## config.mk

```make
export PLATFORM = sky130hd
export DESIGN_NAME = adc_read_ctrl
export DESIGN_NICKNAME = d
export VERILOG_FILES = /design/src/rtl/adc_rd_pkg.sv /design/src/rtl/adc_span_timer.sv /design/src/rtl/adc_bit_shifter.sv /design/src/rtl/adc_req_hold.sv /design/src/rtl/adc_read_ctrl.sv
export SDC_FILE = /design/constraint.sdc
export NUM_CORES = 1
export LEC_CHECK = 0
export CORE_ASPECT_RATIO = 0.9
export CORE_MARGIN = 8
export CORE_UTILIZATION = 56
export CTS_CLUSTER_DIAMETER = 200
export DETAILED_ROUTE_END_ITERATION = 10
export GPL_ROUTABILITY_DRIVEN = 0
export HOLD_SLACK_MARGIN = 0.05
export PLACE_DENSITY = 0.78
export SKIP_LAST_GASP = 1
export SYNTH_ARGS = -nofsm -noshare
export SYNTH_HDL_FRONTEND = slang
export SYNTH_SLANG_ARGS = --single-unit
```

## constraint.sdc

```tcl
create_clock -name clk -period 2.7 [get_ports clk]
set_input_delay 0.54 -clock clk [delete_from_list [all_inputs] [get_ports clk]]
set_output_delay 0.54 -clock clk [all_outputs]
set_load 0.05 [all_outputs]
```

## src/rtl/adc_rd_pkg.sv

```systemverilog
package adc_rd_pkg;

    typedef enum logic [2:0] {
        ST_IDLE,
        ST_SETUP,
        ST_HIGH,
        ST_LOW,
        ST_GUARD
    } rd_state_e;

    // Cycles covering a time span, rounded up, never below one.
    function automatic int unsigned ns_to_cycles(input longint unsigned ns,
                                                 input longint unsigned khz);
        longint unsigned c;
        c = (ns * khz + 64'd999_999) / 64'd1_000_000;
        if (c == 0) c = 1;
        return int'(c);
    endfunction

    function automatic int unsigned max_of3(input int unsigned a,
                                            input int unsigned b,
                                            input int unsigned c);
        int unsigned m;
        m = a;
        if (b > m) m = b;
        if (c > m) m = c;
        return m;
    endfunction

endpackage

```

## src/rtl/adc_span_timer.sv

```systemverilog
module adc_span_timer #(
    parameter int W = 12
) (
    input  logic         clk,
    input  logic         rst_n,
    input  logic         load,
    input  logic [W-1:0] load_val,
    output logic         expired
);
    logic [W-1:0] cnt_q;

    always_ff @(posedge clk or negedge rst_n) begin
        if (!rst_n) begin
            cnt_q <= '0;
        end else if (load) begin
            cnt_q <= load_val;
        end else if (cnt_q != '0) begin
            cnt_q <= cnt_q - 1'b1;
        end
    end

    assign expired = (cnt_q == '0);
endmodule

```

## src/rtl/adc_bit_shifter.sv

```systemverilog
module adc_bit_shifter #(
    parameter int N = 8
) (
    input  logic         clk,
    input  logic         rst_n,
    input  logic         clear,
    input  logic         shift_en,
    input  logic         bit_in,
    output logic [N-1:0] word_next
);
    logic [N-1:0] word_q;

    assign word_next = {word_q[N-2:0], bit_in};

    always_ff @(posedge clk or negedge rst_n) begin
        if (!rst_n) begin
            word_q <= '0;
        end else if (clear) begin
            word_q <= '0;
        end else if (shift_en) begin
            word_q <= word_next;
        end
    end
endmodule

```

## src/rtl/adc_req_hold.sv

```systemverilog
module adc_req_hold (
    input  logic clk,
    input  logic rst_n,
    input  logic req,
    input  logic take,
    output logic want
);
    logic pend_q;

    always_ff @(posedge clk or negedge rst_n) begin
        if (!rst_n) begin
            pend_q <= 1'b0;
        end else begin
            pend_q <= (pend_q | req) & ~take;
        end
    end

    assign want = pend_q | req;
endmodule

```

## src/rtl/adc_read_ctrl.sv

```systemverilog
module adc_read_ctrl
    import adc_rd_pkg::*;
#(
    parameter int unsigned CLK_KHZ  = 125000,
    parameter int unsigned HALF_NS  = 404,
    parameter int unsigned SETUP_NS = 1400,
    parameter int unsigned GUARD_NS = 17000,
    parameter int unsigned NBITS    = 8
) (
    input  logic             clk,
    input  logic             rst_n,
    input  logic             start,
    output logic             busy,
    output logic             valid,
    output logic [NBITS-1:0] result,
    output logic             stale,
    output logic             cs_n,
    output logic             sclk,
    input  logic             miso
);
    localparam int unsigned HALF_CYC  = ns_to_cycles(HALF_NS, CLK_KHZ);
    localparam int unsigned SETUP_CYC = ns_to_cycles(SETUP_NS, CLK_KHZ);
    localparam int unsigned GUARD_CYC = ns_to_cycles(GUARD_NS, CLK_KHZ);
    localparam int unsigned MAX_CYC   = max_of3(HALF_CYC, SETUP_CYC, GUARD_CYC);
    localparam int          CW        = $clog2(MAX_CYC + 1);
    localparam int          BW        = $clog2(NBITS + 1);

    rd_state_e       state_q, state_d;
    logic            tmr_load, tmr_done;
    logic [CW-1:0]   tmr_val;
    logic            take, want, cap;
    logic [BW-1:0]   bit_cnt_q;
    logic [NBITS-1:0] word_next;
    logic            last_bit;
    logic            first_q;

    adc_span_timer #(.W(CW)) u_timer (
        .clk      (clk),
        .rst_n    (rst_n),
        .load     (tmr_load),
        .load_val (tmr_val),
        .expired  (tmr_done)
    );

    adc_bit_shifter #(.N(NBITS)) u_shift (
        .clk       (clk),
        .rst_n     (rst_n),
        .clear     (take),
        .shift_en  (cap),
        .bit_in    (miso),
        .word_next (word_next)
    );

    adc_req_hold u_req (
        .clk   (clk),
        .rst_n (rst_n),
        .req   (start),
        .take  (take),
        .want  (want)
    );

    assign last_bit = (bit_cnt_q == BW'(NBITS - 1));

    // Next-state and timer control
    always_comb begin
        state_d  = state_q;
        tmr_load = 1'b0;
        tmr_val  = '0;
        take     = 1'b0;
        cap      = 1'b0;
        unique case (state_q)
            ST_IDLE: begin
                if (want) begin
                    state_d  = ST_SETUP;
                    tmr_load = 1'b1;
                    tmr_val  = CW'(SETUP_CYC - 1);
                    take     = 1'b1;
                end
            end
            ST_SETUP: begin
                if (tmr_done) begin
                    state_d  = ST_HIGH;
                    tmr_load = 1'b1;
                    tmr_val  = CW'(HALF_CYC - 1);
                    cap      = 1'b1;
                end
            end
            ST_HIGH: begin
                if (tmr_done) begin
                    state_d  = ST_LOW;
                    tmr_load = 1'b1;
                    tmr_val  = CW'(HALF_CYC - 1);
                end
            end
            ST_LOW: begin
                if (tmr_done) begin
                    tmr_load = 1'b1;
                    if (bit_cnt_q == BW'(NBITS)) begin
                        state_d = ST_GUARD;
                        tmr_val = CW'(GUARD_CYC - 1);
                    end else begin
                        state_d = ST_HIGH;
                        tmr_val = CW'(HALF_CYC - 1);
                        cap     = 1'b1;
                    end
                end
            end
            ST_GUARD: begin
                if (tmr_done) begin
                    state_d = ST_IDLE;
                end
            end
            default: state_d = ST_IDLE;
        endcase
    end

    // State register
    always_ff @(posedge clk or negedge rst_n) begin
        if (!rst_n) begin
            state_q <= ST_IDLE;
        end else begin
            state_q <= state_d;
        end
    end

    // Registered outputs and bit count
    always_ff @(posedge clk or negedge rst_n) begin
        if (!rst_n) begin
            cs_n      <= 1'b1;
            sclk      <= 1'b0;
            busy      <= 1'b0;
            valid     <= 1'b0;
            result    <= '0;
            stale     <= 1'b0;
            first_q   <= 1'b1;
            bit_cnt_q <= '0;
        end else begin
            cs_n  <= !(state_d == ST_SETUP || state_d == ST_HIGH || state_d == ST_LOW);
            sclk  <= (state_d == ST_HIGH);
            busy  <= (state_d != ST_IDLE);
            valid <= cap && last_bit;
            if (take) begin
                bit_cnt_q <= '0;
            end else if (cap) begin
                bit_cnt_q <= bit_cnt_q + 1'b1;
            end
            if (cap && last_bit) begin
                result  <= word_next;
                stale   <= first_q;
                first_q <= 1'b0;
            end
        end
    end
endmodule

```

==> metrics.txt, run 1 <==
outcome=finished, final reports clean; Placement Setup Slack=0.395 ns; synthesized net count=200; standard-cell rows=20; global-route wire length before repair=7340 um; TritonCTS buffer count=5; worst min-delay path category=in -> async; Post-Synthesis Mean Instance Area=10.2 um2; number of enable flip-flop cells after synthesis=0; H-tree depth reported by CTS=2; clock slew seen by the registers of the worst setup and hold paths=0.08 ns; placed instance count=245; Antenna diodes=0; leakage power=0.958 nW; critical path startpoint category=register; Design Power=1.47 mW; initial core utilization=58.4%; CTS max path bufs=2; number of max-capacitance violations reported=0; Remaining DRCs=0; top fanout value on the critical path=10; cells taking the most area after synthesis=dfrtp_1, mux2_2, o21ai_0, nand2_1, nand3_1; Final Hold Vio Count=0; worst vdd ir=0.380 mV; chip width=78.6 um; warnings from Yosys=0; detailed placement HPWL=3080 um; number of DRC markers in iteration 0=144; Pre-Repair DR Iteration Count=4; wire length reported by the detailed router=4330 um; WHS=0.351 ns; transition at the pin with the smallest max-transition slack=0.876 ns; dominant cell type by area after synthesis=dfrtp_1; Final Cycle Share=86.1%; library cell used as clock root buffer=clkbuf_8; total count of max-transition violations in the final report=0; Die Y-Extent=72.3 um; Clock Skew=0.00557 ns; number of gates resized after CTS=0; most frequently used cell type in the post-synthesis netlist=dfrtp_1; I/O pin total=17; number of global-route vias before repair=1,519; final layout net count=215; unrepaired setup endpoints after global routing=no; Fmax=0.430 GHz; minimum clock period=2.33 ns; signed area change from the synthesized netlist to the final layout=14.3%; number of different library cells in the post-synthesis netlist=41; mean number of vias per cell=6.09; overall die area=5680 um2; Setup Crit Path Kind=reg -> reg; later-pin clock latency in the skew report=0.30 ns; post-synthesis sequential area ratio=52.2%; Post-CTS Setup Repair Bufs=0; Critical Path AT=2.51 ns; minimum setup slack in the final design=0.375 ns; Rel. slew slack=41.6%; ys async rst share=100%; Post-Syn Instances=193; count of hold-fix buffers inserted at cts=0; final routed wire length divided by cell count=17.1 um; layout cell share with drive strength beyond 1=13.4%; power per cell area=654 nW/um2; share of the synthesized area in the top cell type=49.5%; CTS sink count=41; Via Count=1,542; filler-free cell count of the finished design=253; kind of end point of the critical path=register; register bit total from synthesis=41; overall global routing resource usage=16.4%; # port buffers=16; sum of negative setup slack=0 ns; Post-synth top cells=dfrtp_1, nand2_1, o21ai_0; reg2reg setup slack=0.37 ns; Worst Path Required=2.88 ns; placeable core region=3380 um2; final setup vio count=0; Main synth FF type=dfrtp_1; number of antenna violations at the first check in global routing=0; overflow left after global routing=0; antenna-violating nets left=0; post-synthesis instance area=1970 um2; clock tree from TritonCTS=done; pin count of the biggest net entering global routing=42
worst paths after layout:
check / startpoint / to / depth (start not counted)
worst min register to register: result[5]$_DFFE_PN0P_ / result[5]$_DFFE_PN0P_ / 1
worst max-delay path: u_timer.cnt_q[0]$_DFFE_PN0P_ / result[7]$_DFFE_PN0P_ / 6
worst max register to register: u_timer.cnt_q[0]$_DFFE_PN0P_ / result[7]$_DFFE_PN0P_ / 6
min in group clk: result[5]$_DFFE_PN0P_ / result[5]$_DFFE_PN0P_ / 1
worst min-delay path: rst_n / u_timer.cnt_q[5]$_DFFE_PN0P_ / 1
max in group asynchronous: rst_n / u_timer.cnt_q[1]$_DFFE_PN0P_ / 1
layout by cell type (no fill, tap or decap), drive strengths merged, types with 6 or more instances in the layout:
master	netlist	final
nand2	17	17
clkdlybuf4s50	0	15
nor2	12	12
nand3	12	12
nor3	10	10
dfrtp	39	39
clkbuf	7	8
buf	6	6
mux2	9	9
o21ai	16	16
a21oi	8	8
metrics by stage:
step           util (%)  area [um2]
2_1_floorplan         -        1970
3_3_place_gp       64.0        2160
3_5_place_dp       64.0        2160
4_1_cts            66.7        2250
5_1_grt            66.7        2250
6_report           66.7        2250
critical path, cell delays in order, from the launching register on:
cell and delay, ns:
dfrtp_1 0.41, inv_1 0.09, ha_1 0.19, nor2b_1 0.41, nand4b_1 0.21, nor2_2 0.49, mux2_2 0.41
layer usage:
layer  part of all wire (%)  global-route usage [%]  wire, um
met3                    7.1                    4.69       306
met4                    1.6                    8.01        68
met2                     49                    25.7      2110
met5                      0                       0         0
met1                     43                    20.3      1840
logic make-up (layout without fill, tap and decap cells):
group,after synthesis,after routing,share of synthesized area (%)
xor gates and xnor gates,3,3,1.33
adders and majority gates,3,3,1.90
buffers and inverters,17,33,3.62
muxes,14,14,7.68
and+or+nand+nor,73,73,19.9
AOI/OAI and AO/OA,42,42,13.4
DFF,41,41,52.2
cell type report:
cell class              count  area [um2]
clock buffers               8        90.1
fillers                   274        1120
inverters                   4        15.0
multi-input cells         135         872
flip-flops and latches     41        1030
well taps                  44        55.1
repair buffers             21         193
power by group:
part           internal, mW  leakage, nW  switching (mW)
Clock                 0.209       0.0455           0.209
Sequential            0.688        0.528          0.0905
Combinational         0.130        0.385           0.148
sequential cells by signal, summed over array words and instances (netlist names):
name            count
busy                1
sclk                1
stale               1
first_q             1
u_shift.word_q      7
bit_cnt_q           4
state_q             3
result              8
u_timer.cnt_q      12
u_req.pend_q        1
valid               1
cs_n                1
Note: power is estimated with default switching activity, not from simulation.
==> run 2: changes to the inputs <==
--- a/config.mk
+++ b/config.mk
@@ -8,7 +8,7 @@
 export CORE_ASPECT_RATIO = 0.9
 export CORE_MARGIN = 8
 export CORE_UTILIZATION = 56
-export CTS_CLUSTER_DIAMETER = 200
+export CTS_CLUSTER_DIAMETER = 120
 export DETAILED_ROUTE_END_ITERATION = 10
 export GPL_ROUTABILITY_DRIVEN = 0
 export HOLD_SLACK_MARGIN = 0.05
==> results of run 2 <==
The final DEF is identical to that of run 1; final timing and power are the same.
==> run 3: changes to the inputs <==
--- a/config.mk
+++ b/config.mk
@@ -8,12 +8,11 @@
 export CORE_ASPECT_RATIO = 0.9
 export CORE_MARGIN = 8
 export CORE_UTILIZATION = 56
-export CTS_CLUSTER_DIAMETER = 120
+export CTS_CLUSTER_DIAMETER = 100
 export DETAILED_ROUTE_END_ITERATION = 10
 export GPL_ROUTABILITY_DRIVEN = 0
 export HOLD_SLACK_MARGIN = 0.05
 export PLACE_DENSITY = 0.78
-export SKIP_LAST_GASP = 1
 export SYNTH_ARGS = -nofsm -noshare
 export SYNTH_HDL_FRONTEND = slang
 export SYNTH_SLANG_ARGS = --single-unit
==> results of run 3 <==
The final DEF is identical to that of run 1; final timing and power are the same.
